--- config.mk ---
export PLATFORM = sky130hd
export DESIGN_NAME = nand_cmd_seq
export DESIGN_NICKNAME = d
export VERILOG_FILES = /design/src/rtl/nand_seq_pkg.sv /design/src/rtl/nand_seq_decode.sv /design/src/rtl/nand_seq_regs.sv /design/src/rtl/nand_seq_fsm.sv /design/src/rtl/nand_seq_strobe.sv /design/src/rtl/nand_cmd_seq.sv
export SDC_FILE = /design/constraint.sdc
export NUM_CORES = 1
export LEC_CHECK = 0
export BUFFER_PORTS_ARGS = -buffer_cell sky130_fd_sc_hd__clkbuf_2
export CORE_MARGIN = 2
export CORE_UTILIZATION = 54
export DETAILED_ROUTE_END_ITERATION = 10
export PLACE_DENSITY = 0.73
export SLEW_MARGIN = 20
export SYNTH_ARGS = -nofsm -noshare
export SYNTH_HDL_FRONTEND = slang
export SYNTH_HIERARCHICAL = 1
export SYNTH_SLANG_ARGS = --single-unit
--- constraint.sdc ---
create_clock -name clk -period 5.56 [get_ports clk]
set_input_delay 1.112 -clock clk [delete_from_list [all_inputs] [get_ports clk]]
set_output_delay 1.112 -clock clk [all_outputs]
set_load 0.02 [all_outputs]
--- src/rtl/nand_seq_pkg.sv ---
// Shared constants and types of the NAND command sequencer.
// Assumes a 32-bit register write port and an 8-bit flash bus.
package nand_seq_pkg;

    // Command word field positions
    localparam int GO_BIT       = 31;
    localparam int IRQ_DONE_BIT = 31;
    localparam int IRQ_RDD_BIT  = 28;
    localparam int IRQ_ERR_BIT  = 0;
    localparam int MAX_ADDR     = 5;

    // Register indices
    localparam logic [2:0] RA_CMD  = 3'd0;
    localparam logic [2:0] RA_CONF = 3'd1;
    localparam logic [2:0] RA_ALO  = 3'd2;
    localparam logic [2:0] RA_AHI  = 3'd3;
    localparam logic [2:0] RA_LEN  = 3'd4;
    localparam logic [2:0] RA_TWB  = 3'd5;
    localparam logic [2:0] RA_IRQ  = 3'd6;

    typedef enum logic [3:0] {
        S_IDLE, S_CMD1, S_ADDR, S_WDATA, S_CMD2, S_TWB, S_RB, S_RDATA, S_FIN
    } seq_state_t;

    typedef enum logic [1:0] {
        OP_CMD, OP_ADDR, OP_WR, OP_RD
    } bus_op_t;

    typedef struct packed {
        logic [7:0] op1;
        logic [7:0] op2;
        logic       op2_en;
        logic       rd;
        logic       wr;
        logic       cs1;
        logic [2:0] naddr;
    } cmd_t;

endpackage

--- src/rtl/nand_seq_decode.sv ---
// Unpacks the command word and confirm word into one operation descriptor.
// Assumes the caller hands in the word on the clock it is written.
module nand_seq_decode
    import nand_seq_pkg::*;
(
    input  logic [5:0] cmd_top,   // word bits 30:25
    input  logic       cs_sel,    // word bit 19
    input  logic [7:0] opcode,    // word bits 7:0
    input  logic [8:0] conf_word, // confirm register bits 8:0
    output cmd_t       cmd
);

    logic [3:0] cnt_raw;

    // Compute address count, clamp, and resolve read priority
    always_comb begin
        cnt_raw    = {1'b0, cmd_top[4:2]} + 4'd1;
        cmd.op1    = opcode;
        cmd.op2    = conf_word[7:0];
        cmd.op2_en = conf_word[8];
        cmd.rd     = cmd_top[1];
        cmd.wr     = cmd_top[0] & ~cmd_top[1];
        cmd.cs1    = cs_sel;
        if (!cmd_top[5])
            cmd.naddr = 3'd0;
        else if (cnt_raw > 4'(MAX_ADDR))
            cmd.naddr = 3'(MAX_ADDR);
        else
            cmd.naddr = cnt_raw[2:0];
    end

endmodule

--- src/rtl/nand_seq_regs.sv ---
// Register file of the sequencer: parameters for the next operation,
// start/reject decode, and write-one-to-clear completion flags.
// Assumes set requests from the engine win over a clear in the same clock.
module nand_seq_regs
    import nand_seq_pkg::*;
#(
    parameter int LEN_W = 12,
    parameter int TWB_W = 8
) (
    input  logic             clk,
    input  logic             rst_n,
    input  logic             reg_we,
    input  logic [2:0]       reg_addr,
    input  logic [31:0]      reg_wdata,
    input  logic             busy,
    input  logic             done_set,
    input  logic             rdd_set,
    output logic             start,
    output logic [8:0]       conf_word,
    output logic [15:0]      addr_lo,
    output logic [23:0]      addr_hi,
    output logic [LEN_W-1:0] len,
    output logic [TWB_W-1:0] twb,
    output logic [31:0]      irq_status
);

    logic go_wr, reject, clr_hit;
    logic f_done, f_rdd, f_err;

    // Decode the go write into start or reject
    always_comb begin
        go_wr   = reg_we && (reg_addr == RA_CMD) && reg_wdata[GO_BIT];
        start   = go_wr && !busy;
        reject  = go_wr && busy;
        clr_hit = reg_we && (reg_addr == RA_IRQ);
    end

    // Hold the parameter registers
    always_ff @(posedge clk) begin
        if (!rst_n) begin
            conf_word <= '0;
            addr_lo   <= '0;
            addr_hi   <= '0;
            len       <= '0;
            twb       <= '0;
        end else if (reg_we) begin
            case (reg_addr)
                RA_CONF: conf_word <= reg_wdata[8:0];
                RA_ALO:  addr_lo   <= reg_wdata[15:0];
                RA_AHI:  addr_hi   <= reg_wdata[23:0];
                RA_LEN:  len       <= reg_wdata[LEN_W-1:0];
                RA_TWB:  twb       <= reg_wdata[TWB_W-1:0];
                default: ;
            endcase
        end
    end

    // Update the sticky flags: set wins over clear
    always_ff @(posedge clk) begin
        if (!rst_n) begin
            f_done <= 1'b0;
            f_rdd  <= 1'b0;
            f_err  <= 1'b0;
        end else begin
            f_done <= (f_done && !(clr_hit && reg_wdata[IRQ_DONE_BIT])) || done_set;
            f_rdd  <= (f_rdd  && !(clr_hit && reg_wdata[IRQ_RDD_BIT]))  || rdd_set;
            f_err  <= (f_err  && !(clr_hit && reg_wdata[IRQ_ERR_BIT]))  || reject;
        end
    end

    // Assemble the flag word
    always_comb begin
        irq_status               = '0;
        irq_status[IRQ_DONE_BIT] = f_done;
        irq_status[IRQ_RDD_BIT]  = f_rdd;
        irq_status[IRQ_ERR_BIT]  = f_err;
    end

endmodule

--- src/rtl/nand_seq_fsm.sv ---
// Phase sequencer: walks opcode, address, data, confirm, tWB and ready wait
// for one latched operation and requests one bus cycle at a time.
// Assumes op_done pulses once per requested bus cycle.
module nand_seq_fsm
    import nand_seq_pkg::*;
#(
    parameter int LEN_W = 12,
    parameter int TWB_W = 8
) (
    input  logic             clk,
    input  logic             rst_n,
    input  logic             start,
    input  cmd_t             cmd_in,
    input  logic [15:0]      addr_lo,
    input  logic [23:0]      addr_hi,
    input  logic [LEN_W-1:0] len,
    input  logic [TWB_W-1:0] twb,
    input  logic             nand_rb,
    input  logic             op_done,
    output logic             busy,
    output logic             cs1,
    output logic             op_valid,
    output bus_op_t          op_kind,
    output logic [7:0]       op_byte,
    output logic             done_set,
    output logic             rdd_set
);

    seq_state_t       state, next_state;
    cmd_t             cmd_l;
    logic [39:0]      addr_l;
    logic [LEN_W-1:0] len_l;
    logic [TWB_W-1:0] twb_l, twb_cnt;
    logic [LEN_W-1:0] idx;
    logic             idx_clr, idx_inc;
    logic             idx_last_addr, idx_last_data;
    seq_state_t       post_addr, post_wdata;
    logic [39:0]      addr_sh;

    // Derive the branch targets and the last-cycle compares
    always_comb begin
        post_wdata    = cmd_l.op2_en ? S_CMD2 : S_TWB;
        post_addr     = (cmd_l.wr && (len_l != '0)) ? S_WDATA : post_wdata;
        idx_last_addr = (idx == (LEN_W'(cmd_l.naddr) - LEN_W'(1)));
        idx_last_data = (idx == (len_l - LEN_W'(1)));
        addr_sh       = addr_l >> {idx[2:0], 3'b000};
    end

    // Next state, bus request and completion pulses
    always_comb begin
        next_state = state;
        idx_clr    = 1'b0;
        idx_inc    = 1'b0;
        op_valid   = 1'b0;
        op_kind    = OP_CMD;
        op_byte    = 8'h00;
        done_set   = 1'b0;
        rdd_set    = 1'b0;
        case (state)
            S_IDLE: begin
                if (start) begin
                    next_state = S_CMD1;
                    idx_clr    = 1'b1;
                end
            end
            S_CMD1: begin
                op_valid = 1'b1;
                op_byte  = cmd_l.op1;
                if (op_done) begin
                    idx_clr    = 1'b1;
                    next_state = (cmd_l.naddr != 3'd0) ? S_ADDR : post_addr;
                end
            end
            S_ADDR: begin
                op_valid = 1'b1;
                op_kind  = OP_ADDR;
                op_byte  = addr_sh[7:0];
                if (op_done) begin
                    if (idx_last_addr) begin
                        idx_clr    = 1'b1;
                        next_state = post_addr;
                    end else begin
                        idx_inc = 1'b1;
                    end
                end
            end
            S_WDATA: begin
                op_valid = 1'b1;
                op_kind  = OP_WR;
                if (op_done) begin
                    if (idx_last_data) begin
                        idx_clr    = 1'b1;
                        next_state = post_wdata;
                    end else begin
                        idx_inc = 1'b1;
                    end
                end
            end
            S_CMD2: begin
                op_valid = 1'b1;
                op_byte  = cmd_l.op2;
                if (op_done) next_state = S_TWB;
            end
            S_TWB: begin
                if (twb_cnt == '0) next_state = S_RB;
            end
            S_RB: begin
                if (nand_rb) begin
                    idx_clr    = 1'b1;
                    next_state = (cmd_l.rd && (len_l != '0)) ? S_RDATA : S_FIN;
                end
            end
            S_RDATA: begin
                op_valid = 1'b1;
                op_kind  = OP_RD;
                if (op_done) begin
                    if (idx_last_data) begin
                        idx_clr    = 1'b1;
                        next_state = S_FIN;
                    end else begin
                        idx_inc = 1'b1;
                    end
                end
            end
            S_FIN: begin
                done_set   = 1'b1;
                rdd_set    = cmd_l.rd;
                next_state = S_IDLE;
            end
            default: next_state = S_IDLE;
        endcase
    end

    // Advance the state and the cycle index
    always_ff @(posedge clk) begin
        if (!rst_n) begin
            state <= S_IDLE;
            idx   <= '0;
        end else begin
            state <= next_state;
            if (idx_clr)      idx <= '0;
            else if (idx_inc) idx <= idx + LEN_W'(1);
        end
    end

    // Capture the operation parameters when a start is accepted
    always_ff @(posedge clk) begin
        if (!rst_n) begin
            cmd_l  <= '0;
            addr_l <= '0;
            len_l  <= '0;
            twb_l  <= '0;
        end else if (state == S_IDLE && start) begin
            cmd_l  <= cmd_in;
            addr_l <= {addr_hi, addr_lo};
            len_l  <= len;
            twb_l  <= twb;
        end
    end

    // Count down tWB; reload whenever outside the wait
    always_ff @(posedge clk) begin
        if (!rst_n)               twb_cnt <= '0;
        else if (state != S_TWB)  twb_cnt <= twb_l;
        else if (twb_cnt != '0)   twb_cnt <= twb_cnt - TWB_W'(1);
    end

    assign busy = (state != S_IDLE);
    assign cs1  = cmd_l.cs1;

endmodule

--- src/rtl/nand_seq_strobe.sv ---
// Turns one requested bus cycle into a two-clock strobe on the flash pins:
// strobe low in the first clock, high in the second, then op_done.
// Assumes the request and its byte stay stable until op_done.
module nand_seq_strobe
    import nand_seq_pkg::*;
(
    input  logic       clk,
    input  logic       rst_n,
    input  logic       op_valid,
    input  bus_op_t    op_kind,
    input  logic [7:0] op_byte,
    input  logic [7:0] wr_data,
    input  logic [7:0] nand_dq_in,
    output logic       op_done,
    output logic       nand_cle,
    output logic       nand_ale,
    output logic       nand_we_n,
    output logic       nand_re_n,
    output logic [7:0] nand_dq_out,
    output logic       nand_dq_oe,
    output logic       rd_valid,
    output logic [7:0] rd_data,
    output logic       wr_take
);

    logic phase;
    logic is_rd;

    // Drive pins from the request and the phase
    always_comb begin
        is_rd       = (op_kind == OP_RD);
        nand_cle    = op_valid && (op_kind == OP_CMD);
        nand_ale    = op_valid && (op_kind == OP_ADDR);
        nand_we_n   = !(op_valid && !phase && !is_rd);
        nand_re_n   = !(op_valid && !phase && is_rd);
        nand_dq_oe  = op_valid && !is_rd;
        nand_dq_out = (op_kind == OP_WR) ? wr_data : op_byte;
        op_done     = op_valid && phase;
        rd_valid    = op_valid && phase && is_rd;
        wr_take     = op_valid && phase && (op_kind == OP_WR);
    end

    // Toggle the strobe phase while a cycle is requested
    always_ff @(posedge clk) begin
        if (!rst_n)        phase <= 1'b0;
        else if (op_valid) phase <= !phase;
        else               phase <= 1'b0;
    end

    // Sample the flash bus as the read strobe rises
    always_ff @(posedge clk) begin
        if (!rst_n)                          rd_data <= 8'h00;
        else if (op_valid && !phase && is_rd) rd_data <= nand_dq_in;
    end

endmodule

--- src/rtl/nand_cmd_seq.sv ---
// Top of the NAND command sequencer: register file, command decoder,
// phase sequencer and pin strobe generator.
// Assumes one flash bus shared by two chip enables.
module nand_cmd_seq
    import nand_seq_pkg::*;
#(
    parameter int LEN_W = 12,
    parameter int TWB_W = 8
) (
    input  logic        clk,
    input  logic        rst_n,
    input  logic        reg_we,
    input  logic [2:0]  reg_addr,
    input  logic [31:0] reg_wdata,
    output logic [31:0] irq_status,
    output logic        busy,
    output logic [1:0]  nand_ce_n,
    output logic        nand_cle,
    output logic        nand_ale,
    output logic        nand_we_n,
    output logic        nand_re_n,
    output logic [7:0]  nand_dq_out,
    output logic        nand_dq_oe,
    input  logic [7:0]  nand_dq_in,
    input  logic        nand_rb,
    output logic        rd_valid,
    output logic [7:0]  rd_data,
    output logic        wr_take,
    input  logic [7:0]  wr_data
);

    logic             start, done_set, rdd_set, op_valid, op_done, cs1;
    logic [8:0]       conf_word;
    logic [15:0]      addr_lo;
    logic [23:0]      addr_hi;
    logic [LEN_W-1:0] len;
    logic [TWB_W-1:0] twb;
    logic [7:0]       op_byte;
    bus_op_t          op_kind;
    cmd_t             cmd;

    nand_seq_regs #(.LEN_W(LEN_W), .TWB_W(TWB_W)) u_regs (
        .clk(clk), .rst_n(rst_n), .reg_we(reg_we), .reg_addr(reg_addr),
        .reg_wdata(reg_wdata), .busy(busy), .done_set(done_set),
        .rdd_set(rdd_set), .start(start), .conf_word(conf_word),
        .addr_lo(addr_lo), .addr_hi(addr_hi), .len(len), .twb(twb),
        .irq_status(irq_status)
    );

    nand_seq_decode u_dec (
        .cmd_top(reg_wdata[30:25]), .cs_sel(reg_wdata[19]),
        .opcode(reg_wdata[7:0]), .conf_word(conf_word), .cmd(cmd)
    );

    nand_seq_fsm #(.LEN_W(LEN_W), .TWB_W(TWB_W)) u_fsm (
        .clk(clk), .rst_n(rst_n), .start(start), .cmd_in(cmd),
        .addr_lo(addr_lo), .addr_hi(addr_hi), .len(len), .twb(twb),
        .nand_rb(nand_rb), .op_done(op_done), .busy(busy), .cs1(cs1),
        .op_valid(op_valid), .op_kind(op_kind), .op_byte(op_byte),
        .done_set(done_set), .rdd_set(rdd_set)
    );

    nand_seq_strobe u_stb (
        .clk(clk), .rst_n(rst_n), .op_valid(op_valid), .op_kind(op_kind),
        .op_byte(op_byte), .wr_data(wr_data), .nand_dq_in(nand_dq_in),
        .op_done(op_done), .nand_cle(nand_cle), .nand_ale(nand_ale),
        .nand_we_n(nand_we_n), .nand_re_n(nand_re_n),
        .nand_dq_out(nand_dq_out), .nand_dq_oe(nand_dq_oe),
        .rd_valid(rd_valid), .rd_data(rd_data), .wr_take(wr_take)
    );

    // Select one chip enable while an operation runs
    always_comb begin
        if (!busy)    nand_ce_n = 2'b11;
        else if (cs1) nand_ce_n = 2'b01;
        else          nand_ce_n = 2'b10;
    end

endmodule

==> results summary <==
The minimum period implied by the final worst setup slack is 4480 ps. The netlist uses 66 different library cells. The floorplan step set the die width to 135 um. The startpoint kind of the worst setup timing path is a flip-flop. The die is 135 um tall. The average wire length per cell after detail routing came out at 15.2 um. The critical path required time is 4450 ps. The fraction of synthesis flops using an asynchronous set or reset pin came out at 0.

Summed over all cells, the static leakage comes to 3.66 nW. In this run the power density over the cells is 298 mW/mm^2. Setup repair after global routing left no endpoint under its margin. Setup violations remaining at the end of the flow were counted as 0.

The global-route congestion overflow total is 0. After clock tree synthesis, the setup repair step added 0 buffers. The final layout contains 1194 nets. The level count of the clock H-tree is 4. The core region is 0.0167 sq mm. The actual slew at the worst max-slew pin came out at 1110 ps. The number of fillers in the final layout came out at 1477. The starting density of the core came out at 0.556. The register area share after synthesis is 0.405. The aggregate global-route resource usage is 0.226. The worst-case setup slack after placement came out at 1550 ps. The area enclosed by the die boundary came out at 0.0183 sq mm.

Buffers inserted to repair hold after CTS numbered 0. The post-CTS resize count is 0. The synthesized design contains 0 enable-type register cells. The initial antenna violation count came out at 0. Across the VDD grid, the largest voltage drop is 0.000262 V.

The overall power consumption is 2.97 mW. The number of maximum-capacitance constraint violations came out at 0. Entering global routing, the biggest net connects 103 pins. The detailed router's first-iteration violation count came out at 640. The layout-stage area growth over the synthesis result is 7.49%. The top-level I/O count came out at 113. Sorting the synthesized cells by area gives the leading types as sky130_fd_sc_hd__dfxtp_1 (41%), sky130_fd_sc_hd__nand2_1 (12%), sky130_fd_sc_hd__a21boi_0 (8.2%), sky130_fd_sc_hd__buf_4 (4.5%), sky130_fd_sc_hd__nand3_1 (2.9%).

The share of the clock period used by the worst path after layout came out at 0.806. The post-synthesis cell type with the largest combined area is sky130_fd_sc_hd__dfxtp_1. The root buffer cell is sky130_fd_sc_hd__clkbuf_16. The final setup skew is 11.3 ps.

Clock latency on the worst-skew pair, taken at its later pin, is 440 ps. The global-route wire length before repair is 32700 um. The accumulated negative setup slack is 0 ps. The total half-perimeter wirelength after legalization and detailed placement is 13700 um. The final estimated routing congestion in global placement is 0.889.

TritonCTS built the clock tree. The number of vias in the routed layout came out at 7561. Clock-pin slew was measured on the worst setup and hold paths at 80 ps. The Yosys step of the flow raised 6 warnings. The flow ran to the end, and the final reports show no timing, DRC or antenna violations. The total count of max-transition violations in the final report came out at 0.

The gate count of the mapped netlist came out at 1128. The detailed-router iteration count before antenna repair came out at 5. The share of synthesized area in the top cell type comes to 0.405. Setup slack on the critical path of the routed design comes to 1080 ps. The type of element capturing the critical path is an output pin. The total standard cell area after synthesis came out at 0.00929 sq mm. The post-route worst hold slack is 459 ps. The area of the multi-input gates came out at 0.00480 sq mm. The total count of hold-check failures in the final report is 0.

Port buffering added 82 buffers. The final layout contains routed wiring with a total length of 20700 um. The clock passes through at most 2 buffers.

The commonest non-fill, non-tap cell in the layout is sky130_fd_sc_hd__nand2_1. The worst hold path belongs to the class flip-flop to flip-flop. The number of clock buffers added by TritonCTS is 17. The share of post-route cells with drive strength above 1 is 0.141. The number of nets with antenna violations after routing is 0. The synthesis-stage register bit count came out at 188.

The clock sink count came out at 188. The number of diodes came out at 0. The worst setup path is of the flip-flop to output pin kind. After detailed routing, the number of remaining DRC violations is 0. The via count of the first global-routing pass is 6562. The number of core rows came out at 47.

Leaving out fill and tap cells, the most frequent cells in the layout are sky130_fd_sc_hd__nand2_1 (294), sky130_fd_sc_hd__dfxtp_1 (188), sky130_fd_sc_hd__a21boi_0 (101). The mean post-synth cell area came out at 8.24 sq um. The achievable frequency is 0.223 GHz.

Among all flip-flop cells after synthesis, the most frequent one is sky130_fd_sc_hd__dfxtp_1. The tightest slew margin relative to the limit came out at 0.259. The endpoint arrival time on the critical path came out at 3370 ps. In this run the worst path has a maximum fanout of 16. The sequential standard cell area is 0.00376 sq mm. Using the TritonRoute via totals, the vias-per-cell ratio works out to 5.55.
[registers in the layout (all words and copies together), names as in the netlist, 9 cells and up]
signal            count
u_fsm/addr_l         40
u_regs/addr_hi       24
u_fsm/cmd_l          22
u_regs/addr_lo       16
u_fsm/idx            12
u_fsm/len_l          12
u_regs/len           12
u_regs/conf_word      9
[metrics by stage]
step,util,instances,instance area (sq um)
floorplan,-,1156,9400
global placement,0.560,1331,9360
detailed placement,0.560,1331,9360
CTS,0.598,1363,9990
global route,0.598,1363,9990
finish,0.598,1363,9990
[final timing paths]
| path | endpoint | depth (start not counted) | slack [ps] | startpoint |
|---|---|---|---|---|
| setup / recovery | nand_dq_out[5] | 5 | 1080 | u_fsm/state[0] |
| hold / removal | u_regs/conf_word[1] | 2 | 460 | u_regs/conf_word[1] |
| setup reg to reg | u_fsm/idx[5] | 8 | 1910 | u_fsm/state[0] |
| hold reg to reg | u_regs/conf_word[1] | 2 | 460 | u_regs/conf_word[1] |
[cell type report]
type	count	share of cell area
Clock buffer	18	0.0440
Clock inverter	14	0.0190
Inverter	17	0.00639
Multi-Input combinational cell	818	0.480
Sequential cell	188	0.377
Tap cell	220	0.0276
Timing Repair Buffer	88	0.0459
[cell families after synthesis]
group,after synthesis,synth area share
other,1,0.000404
multiplexers,30,0.0443
AO/OA/AOI/OAI,248,0.182
AND/OR/NAND/NOR,479,0.244
adder cells (fa/ha/maj),9,0.0121
flip-flops,188,0.405
buffers and inverters,150,0.0906
XOR/XNOR,23,0.0217
[Yosys cell counts (4+ instances only)]
library cell,count
sky130_fd_sc_hd__a31oi_1,5
sky130_fd_sc_hd__and2_1,13
sky130_fd_sc_hd__o22ai_1,9
sky130_fd_sc_hd__clkbuf_1,55
sky130_fd_sc_hd__nand4_1,7
sky130_fd_sc_hd__a21boi_0,101
sky130_fd_sc_hd__a21boi_2,10
sky130_fd_sc_hd__and3_1,7
sky130_fd_sc_hd__nor2b_1,14
sky130_fd_sc_hd__a211oi_1,4
sky130_fd_sc_hd__buf_6,7
sky130_fd_sc_hd__and4b_1,4
sky130_fd_sc_hd__xnor2_1,12
sky130_fd_sc_hd__nor2_1,21
sky130_fd_sc_hd__o21ai_0,52
sky130_fd_sc_hd__nand3_1,53
sky130_fd_sc_hd__o21ai_1,5
sky130_fd_sc_hd__nor3_1,13
sky130_fd_sc_hd__buf_2,12
sky130_fd_sc_hd__o31ai_1,6
sky130_fd_sc_hd__mux2_2,9
sky130_fd_sc_hd__dfxtp_1,188
sky130_fd_sc_hd__xor2_1,11
sky130_fd_sc_hd__buf_4,56
sky130_fd_sc_hd__a21oi_1,24
sky130_fd_sc_hd__nand2_1,294
sky130_fd_sc_hd__mux2i_1,13
sky130_fd_sc_hd__a22oi_1,16
sky130_fd_sc_hd__nor4_1,6
sky130_fd_sc_hd__or4_1,10
sky130_fd_sc_hd__mux4_2,8
sky130_fd_sc_hd__inv_1,16
sky130_fd_sc_hd__ha_1,9
sky130_fd_sc_hd__or3_1,5
[metal layers]
layer / track usage / up-vias / part of all wire / wire (um)
met5: 0 / - / 0 / 0
met4: 0.0689 / 0 / 0.012 / 244
met3: 0.0426 / 22 / 0.058 / 1210
met2: 0.353 / 211 / 0.45 / 9290
met1: 0.319 / 3548 / 0.48 / 9910
li1: - / 3780 / - / -
[where the power goes]
| part | leakage (nW) | switching (mW) | total (mW) | internal (mW) |
|---|---|---|---|---|
| Clock | 0.310 | 0.582 | 1.28 | 0.703 |
| Sequential | 1.52 | 0.0247 | 1.39 | 1.37 |
| Combinational | 1.84 | 0.200 | 0.297 | 0.0973 |
[critical path, cell delays in order, from the launching register on]
cell,delay [ps]
sky130_fd_sc_hd__dfxtp_1,630
sky130_fd_sc_hd__nor2b_1,770
sky130_fd_sc_hd__nor3b_1,220
sky130_fd_sc_hd__nor2b_1,730
sky130_fd_sc_hd__mux2_2,420
sky130_fd_sc_hd__clkbuf_2,150
(Power assumes the default switching activity.)
